`src/rtl/irq_agg_pkg.sv`:
```
package irq_agg_pkg;

  localparam int CODE_W = 3;

  typedef logic [CODE_W-1:0] irq_code_t;

  localparam irq_code_t CODE_NONE    = 3'd0;
  localparam irq_code_t CODE_LINE    = 3'd1;
  localparam irq_code_t CODE_RXDATA  = 3'd2;
  localparam irq_code_t CODE_RXTMO   = 3'd3;
  localparam irq_code_t CODE_TXEMPTY = 3'd4;
  localparam irq_code_t CODE_MODEM   = 3'd5;
  localparam irq_code_t CODE_WAKE    = 3'd6;

  typedef struct packed {
    logic line;
    logic rxdata;
    logic rxtmo;
    logic txempty;
    logic modem;
    logic wake;
  } irq_pend_t;

  // Most urgent pending source wins.
  function automatic irq_code_t irq_pick(input irq_pend_t p);
    irq_code_t c;
    if (p.line)         c = CODE_LINE;
    else if (p.rxdata)  c = CODE_RXDATA;
    else if (p.rxtmo)   c = CODE_RXTMO;
    else if (p.txempty) c = CODE_TXEMPTY;
    else if (p.modem)   c = CODE_MODEM;
    else if (p.wake)    c = CODE_WAKE;
    else                c = CODE_NONE;
    return c;
  endfunction

endpackage

```
`src/rtl/irq_src_chan.sv`:
```
module irq_src_chan
  import irq_agg_pkg::*;
(
  input  logic      clk,
  input  logic      rst_n,
  input  logic      line_req,
  input  logic      rxd_req,
  input  logic      rxto_req,
  input  logic      txe_req,
  input  logic      msr_req,
  input  logic      stat_rd,
  input  logic      wake_pend,
  output irq_code_t code,
  output logic      summary
);

  localparam int LVL_N = 4;

  logic [LVL_N-1:0] lvl_q, lvl_d;
  logic             txe_line_q, txe_line_d;
  logic             txe_pend_q, txe_pend_d;
  logic             txe_rise;
  irq_pend_t        pend;

  // next state
  always_comb begin
    lvl_d      = {line_req, rxd_req, rxto_req, msr_req};
    txe_line_d = txe_req;
    txe_rise   = txe_req & ~txe_line_q;
    txe_pend_d = txe_pend_q;
    if (stat_rd)  txe_pend_d = 1'b0;
    if (txe_rise) txe_pend_d = 1'b1;
  end

  // registers
  always_ff @(posedge clk or negedge rst_n) begin
    if (!rst_n) begin
      lvl_q      <= '0;
      txe_line_q <= 1'b0;
      txe_pend_q <= 1'b0;
    end else begin
      lvl_q      <= lvl_d;
      txe_line_q <= txe_line_d;
      txe_pend_q <= txe_pend_d;
    end
  end

  always_comb begin
    pend.line    = lvl_q[3];
    pend.rxdata  = lvl_q[2];
    pend.rxtmo   = lvl_q[1];
    pend.modem   = lvl_q[0];
    pend.txempty = txe_pend_q;
    pend.wake    = wake_pend;
    code         = irq_pick(pend);
    summary      = (code != CODE_NONE);
  end

  assert_txe_rise_R7: assert property (@(posedge clk) disable iff (!rst_n)
    (txe_req && !txe_line_q) |=> (code != CODE_NONE));

  assert_txe_clear_R7: assert property (@(posedge clk) disable iff (!rst_n)
    (stat_rd && !(txe_req && !txe_line_q)) |=> !txe_pend_q);

  assert_level_hold_R6: assert property (@(posedge clk) disable iff (!rst_n)
    rxd_req |=> (code == CODE_LINE || code == CODE_RXDATA));

  assert_code_range_R5: assert property (@(posedge clk) disable iff (!rst_n)
    code != 3'd7);

endmodule

```
`src/rtl/irq_wake_unit.sv`:
```
module irq_wake_unit #(
  parameter int NCH = 2
) (
  input  logic           clk,
  input  logic           rst_n,
  input  logic [NCH-1:0] sleep_ch,
  input  logic           wake_evt,
  input  logic           clr,
  output logic           wake_pend
);

  logic [NCH-1:0] sleep_q;
  logic           wake_q, wake_d;
  logic           wake_set;

  always_comb begin
    wake_set = wake_evt & (&sleep_q);
    wake_d   = wake_q;
    if (clr)      wake_d = 1'b0;
    if (wake_set) wake_d = 1'b1;
  end

  always_ff @(posedge clk or negedge rst_n) begin
    if (!rst_n) begin
      sleep_q <= '0;
      wake_q  <= 1'b0;
    end else begin
      sleep_q <= sleep_ch;
      wake_q  <= wake_d;
    end
  end

  assign wake_pend = wake_q;

  assert_wake_set_R8: assert property (@(posedge clk) disable iff (!rst_n)
    (wake_evt && (&sleep_q)) |=> wake_pend);

  assert_wake_clear_R9: assert property (@(posedge clk) disable iff (!rst_n)
    (clr && !(wake_evt && (&sleep_q))) |=> !wake_pend);

endmodule

```
`src/rtl/irq_word_port.sv`:
```
module irq_word_port
  import irq_agg_pkg::*;
#(
  parameter int                NCH       = 2,
  parameter int                ADDR_W    = 6,
  parameter logic [ADDR_W-1:0] WORD_IDX  = 6'h20
) (
  input  logic                clk,
  input  logic                rst_n,
  input  logic [NCH*CODE_W-1:0] codes,
  input  logic [NCH-1:0]      summary,
  input  logic                rd_en,
  input  logic [ADDR_W-1:0]   rd_addr,
  output logic [31:0]         rd_data,
  output logic                irq_out
);

  localparam int CODE_LO = 8;
  localparam int RES_LO  = CODE_LO + NCH*CODE_W;

  logic [31:0] word;
  logic [31:0] rd_d;
  logic        irq_d;

  always_comb begin
    word = '0;
    word[NCH-1:0] = summary;
    word[RES_LO-1:CODE_LO] = codes;
  end

  always_comb begin
    rd_d = rd_data;
    if (rd_en) rd_d = (rd_addr == WORD_IDX) ? word : 32'h0;
    irq_d = |summary;
  end

  always_ff @(posedge clk or negedge rst_n) begin
    if (!rst_n) begin
      rd_data <= '0;
      irq_out <= 1'b0;
    end else begin
      rd_data <= rd_d;
      irq_out <= irq_d;
    end
  end

  assert_reserved_zero_R3: assert property (@(posedge clk) disable iff (!rst_n)
    (rd_data[31:RES_LO] == '0) && (rd_data[7:NCH] == '0));

  assert_irq_follow_R11: assert property (@(posedge clk) disable iff (!rst_n)
    (|summary) |=> irq_out);

  assert_irq_idle_R11: assert property (@(posedge clk) disable iff (!rst_n)
    !(|summary) |=> !irq_out);

  assert_rd_hold_R10: assert property (@(posedge clk) disable iff (!rst_n)
    !rd_en |=> $stable(rd_data));

endmodule

```
`src/rtl/uart_irq_aggregator.sv`:
```
module uart_irq_aggregator
  import irq_agg_pkg::*;
#(
  parameter int NCH    = 2,
  parameter int ADDR_W = 6
) (
  input  logic              clk,
  input  logic              rst_n,
  input  logic [NCH-1:0]    line_req,
  input  logic [NCH-1:0]    rxd_req,
  input  logic [NCH-1:0]    rxto_req,
  input  logic [NCH-1:0]    txe_req,
  input  logic [NCH-1:0]    msr_req,
  input  logic [NCH-1:0]    stat_rd,
  input  logic [NCH-1:0]    sleep_ch,
  input  logic              wake_evt,
  input  logic              rd_en,
  input  logic [ADDR_W-1:0] rd_addr,
  output logic [31:0]       rd_data,
  output logic              irq_out
);

  logic [NCH*CODE_W-1:0] codes;
  logic [NCH-1:0]        summary;
  logic                  wake_pend;

  irq_wake_unit #(.NCH(NCH)) u_wake (
    .clk       (clk),
    .rst_n     (rst_n),
    .sleep_ch  (sleep_ch),
    .wake_evt  (wake_evt),
    .clr       (stat_rd[0]),
    .wake_pend (wake_pend)
  );

  for (genvar i = 0; i < NCH; i++) begin : g_chan
    logic      chan_wake;
    irq_code_t chan_code;
    if (i == 0) begin : g_wake_on
      assign chan_wake = wake_pend;
    end else begin : g_wake_off
      assign chan_wake = 1'b0;
    end
    irq_src_chan u_chan (
      .clk       (clk),
      .rst_n     (rst_n),
      .line_req  (line_req[i]),
      .rxd_req   (rxd_req[i]),
      .rxto_req  (rxto_req[i]),
      .txe_req   (txe_req[i]),
      .msr_req   (msr_req[i]),
      .stat_rd   (stat_rd[i]),
      .wake_pend (chan_wake),
      .code      (chan_code),
      .summary   (summary[i])
    );
    assign codes[i*CODE_W +: CODE_W] = chan_code;
  end

  irq_word_port #(.NCH(NCH), .ADDR_W(ADDR_W)) u_port (
    .clk     (clk),
    .rst_n   (rst_n),
    .codes   (codes),
    .summary (summary),
    .rd_en   (rd_en),
    .rd_addr (rd_addr),
    .rd_data (rd_data),
    .irq_out (irq_out)
  );

  assert_summary_code_R2: assert property (@(posedge clk) disable iff (!rst_n)
    summary[1] |-> (codes[2*CODE_W-1:CODE_W] != CODE_NONE));

endmodule

```
`config.mk`:
```
export PLATFORM = sky130hd
export DESIGN_NAME = uart_irq_aggregator
export DESIGN_NICKNAME = d
export VERILOG_FILES = /design/src/rtl/irq_agg_pkg.sv /design/src/rtl/irq_src_chan.sv /design/src/rtl/irq_wake_unit.sv /design/src/rtl/irq_word_port.sv /design/src/rtl/uart_irq_aggregator.sv
export SDC_FILE = /design/constraint.sdc
export NUM_CORES = 1
export LEC_CHECK = 0
export BUFFER_PORTS_ARGS = -buffer_cell sky130_fd_sc_hd__buf_4
export CAP_MARGIN = 20
export CELL_PAD_IN_SITES_DETAIL_PLACEMENT = 1
export CELL_PAD_IN_SITES_GLOBAL_PLACEMENT = 1
export CORE_MARGIN = 2
export CORE_UTILIZATION = 30
export CTS_CLUSTER_SIZE = 30
export DETAILED_ROUTE_END_ITERATION = 6
export PLACE_DENSITY_LB_ADDON = 0.1
export SLEW_MARGIN = 20
export SYNTH_ARGS = -nofsm -noshare
export SYNTH_HDL_FRONTEND = slang
export SYNTH_SLANG_ARGS = --single-unit
```
`constraint.sdc`:
```
create_clock -name clk -period 2 [get_ports clk]
set_clock_uncertainty 0.2 [all_clocks]
set_input_delay 0.1 -clock clk [delete_from_list [all_inputs] [get_ports clk]]
set_output_delay 0.1 -clock clk [all_outputs]
set_load 0.1 [all_outputs]
```
==> impl_metrics.ini <==
[status]
status = finished, final reports clean

[sta]
finalMaxSlewViolations = 0
hold_viol_final = 0
timing.final.crit_share_pct = 95.2
layout_setup_ws_ps = 96.0
rsz0062_at_grt = no
post-route-min-period_ps = 1900
setup_tns_ps = 0
setup_viol = 0
whs_ps = 11.2
max_freq_ghz = 0.525

[detailed_routing]
drc_errors = 0
wirelength_um = 2030
vias_per_cell = 3.97
drt_pre_antenna_iters = 2
via_count = 767
final_antenna_net_count = 0
drt-wirelength-per-cell_um = 10.5
drt-initial-drc-count = 3

[finish]
area_delta_synth_final_pct = 41.0
final_nets = 172
diodes = 0
multi_input_comb_area_um2 = 313
seqCellArea_um2 = 601
fin_area_um2 = 1500
final_layout_size_suffix_gt1_share_pct = 26.5
final.fill_count = 392

[setup_path]
startpoint_type = input pin
worstPathArrival_ps = 1910
rrSetupSlack_ps = 470
worstPathRequired_ps = 2000
endpoint_kind = flop
crit_fanout = 7
critical_path_class = in2reg

[global_routing]
grt_max_degree = 25
first_global_vias = 835
grt_pass1_wl_um = 3660
grt_usage_pct = 11.5
grt_overflow = 0
antenna_found_initial = 0

[floorplan]
core-area_um2 = 3360
dieArea_um2 = 4030
fp.dieW_um = 63.5
core.rowCount = 21
initial_core_util_pct = 31.5
ios = 57
die_h_um = 63.5

[clock_tree]
cts_tree = yes
h-tree-depth = 1
clock_sinks = 24
postCtsSetupRepairBufs = 0
cts_buffers = 3
insertion_delay_ps = 300
clockRootBuffer = clkbuf_4
clk_pin_slew_worst_paths_ps = 120
cts.path.max_buffers = 2

[power]
p_leak_nw = 0.727
finalPower_mw = 1.07
peakVddDrop_uv = 337
p_per_area_nw_per_um2 = 717

[synthesis]
ys_async_sr_fraction_pct = 100
synth_edf_count = 0
yosysSeqAreaShare_pct = 56.6
netlist_area_um2 = 1060
yosysTopAreaCellShare_pct = 56.6
ys_top_cells_by_area = dfrtp_1 (57%), buf_4 (17%), inv_1 (4.6%)
ys_ff_latch = 24
netlist_instances = 93
synth_top_area_cell = dfrtp_1
ys_top_cells_by_count = buf_4 (24), dfrtp_1 (24), inv_1 (13)
syn_area_per_cell_um2 = 11.4
ys_warn_count = 0
synthFlopType = dfrtp_1
ys_types = 19

[flow_run]
maxCapViolations = 0

[place]
place_congestion = 0.721
port_buffers = 32
dp_hpwl_um = 1490
postPlaceCellArea_um2 = 1260
preCtsSetupSlack_ps = 514

[hold_path]
min_path_type = in2async
-- stage by stage --
stage / util (%) / instances
floorplan: - / 116
global placement: 37.5 / 169
detailed placement: 37.5 / 169
CTS: 44.5 / 193
global route: 44.5 / 193
finish: 44.5 / 193
-- cell usage in the layout, fill, tap and decap left out, types with 3 or more instances in the layout --
cell type	count
buf_4	32
conb_1	24
dfrtp_1	24
dlygate4sd3_1	20
inv_1	13
o22ai_1	6
o32ai_1	4
nor3_1	3
nor2_1	3
clkbuf_4	3
-- critical path, stage by stage --
cell and delay, ps:
dlygate4sd3_1 530, buf_4 130, nand4b_4 160, dlygate4sd3_1 680, o32ai_1 310
-- power breakdown --
group	switching, mW	internal [mW]	total, mW
Clock	0.135	0.111	0.246
Combinational	0.243	0.0664	0.310
Sequential	0.0141	0.504	0.518
-- registers in the layout, summed over array words and instances (netlist names) --
register and count:
g_chan.u_chan.lvl_q 8, u_port.rd_data 8, g_chan.u_chan.txe_line_q 2, g_chan.u_chan.txe_pend_q 2, u_wake.sleep_q 2, u_port.irq_out 1
u_wake.wake_pend 1
-- timing repair --
item	in CTS	in global routing
gates resized for setup	0	0
endpoints found under the setup margin	0	0
hold buffers	20	0
hold endpoints to repair	47	0
-- worst paths after layout --
| check | from | endpoint | depth (start not counted) |
|---|---|---|---|
| min in group clk | g_chan[1].u_chan.txe_line_q | g_chan[1].u_chan.txe_pend_q | 1 |
| max in group asynchronous | rst_n | g_chan[0].u_chan.lvl_q[3] | 2 |
| max | rd_addr[4] | u_port.rd_data[9] | 5 |
| min | rst_n | g_chan[0].u_chan.txe_line_q | 2 |
| max reg2reg | g_chan[1].u_chan.lvl_q[2] | u_port.rd_data[12] | 3 |
| min reg2reg | g_chan[1].u_chan.txe_line_q | g_chan[1].u_chan.txe_pend_q | 1 |
-- cells by family after synthesis --
group	after synthesis	share of synthesized area, %
compound gates	12	8.14
buf+inv	38	22.1
flops	24	56.6
other cells	1	0.353
simple gates	18	12.9
-- final cells by class --
type                       instances  area share, %
multi-input combinational         54           20.9
inverter                          13           3.26
timing repair buffer              52           29.4
clock buffer                       4           2.42
tap                               46           3.85
sequential                        24           40.1
-- layer usage --
metal | track usage, % | part of all wire, %
met5 | 0 | 0
met3 | 1.96 | 6.8
met4 | 3.26 | 0.74
met2 | 21.4 | 54
met1 | 13.3 | 38
Note: power is estimated with default switching activity, not from simulation.
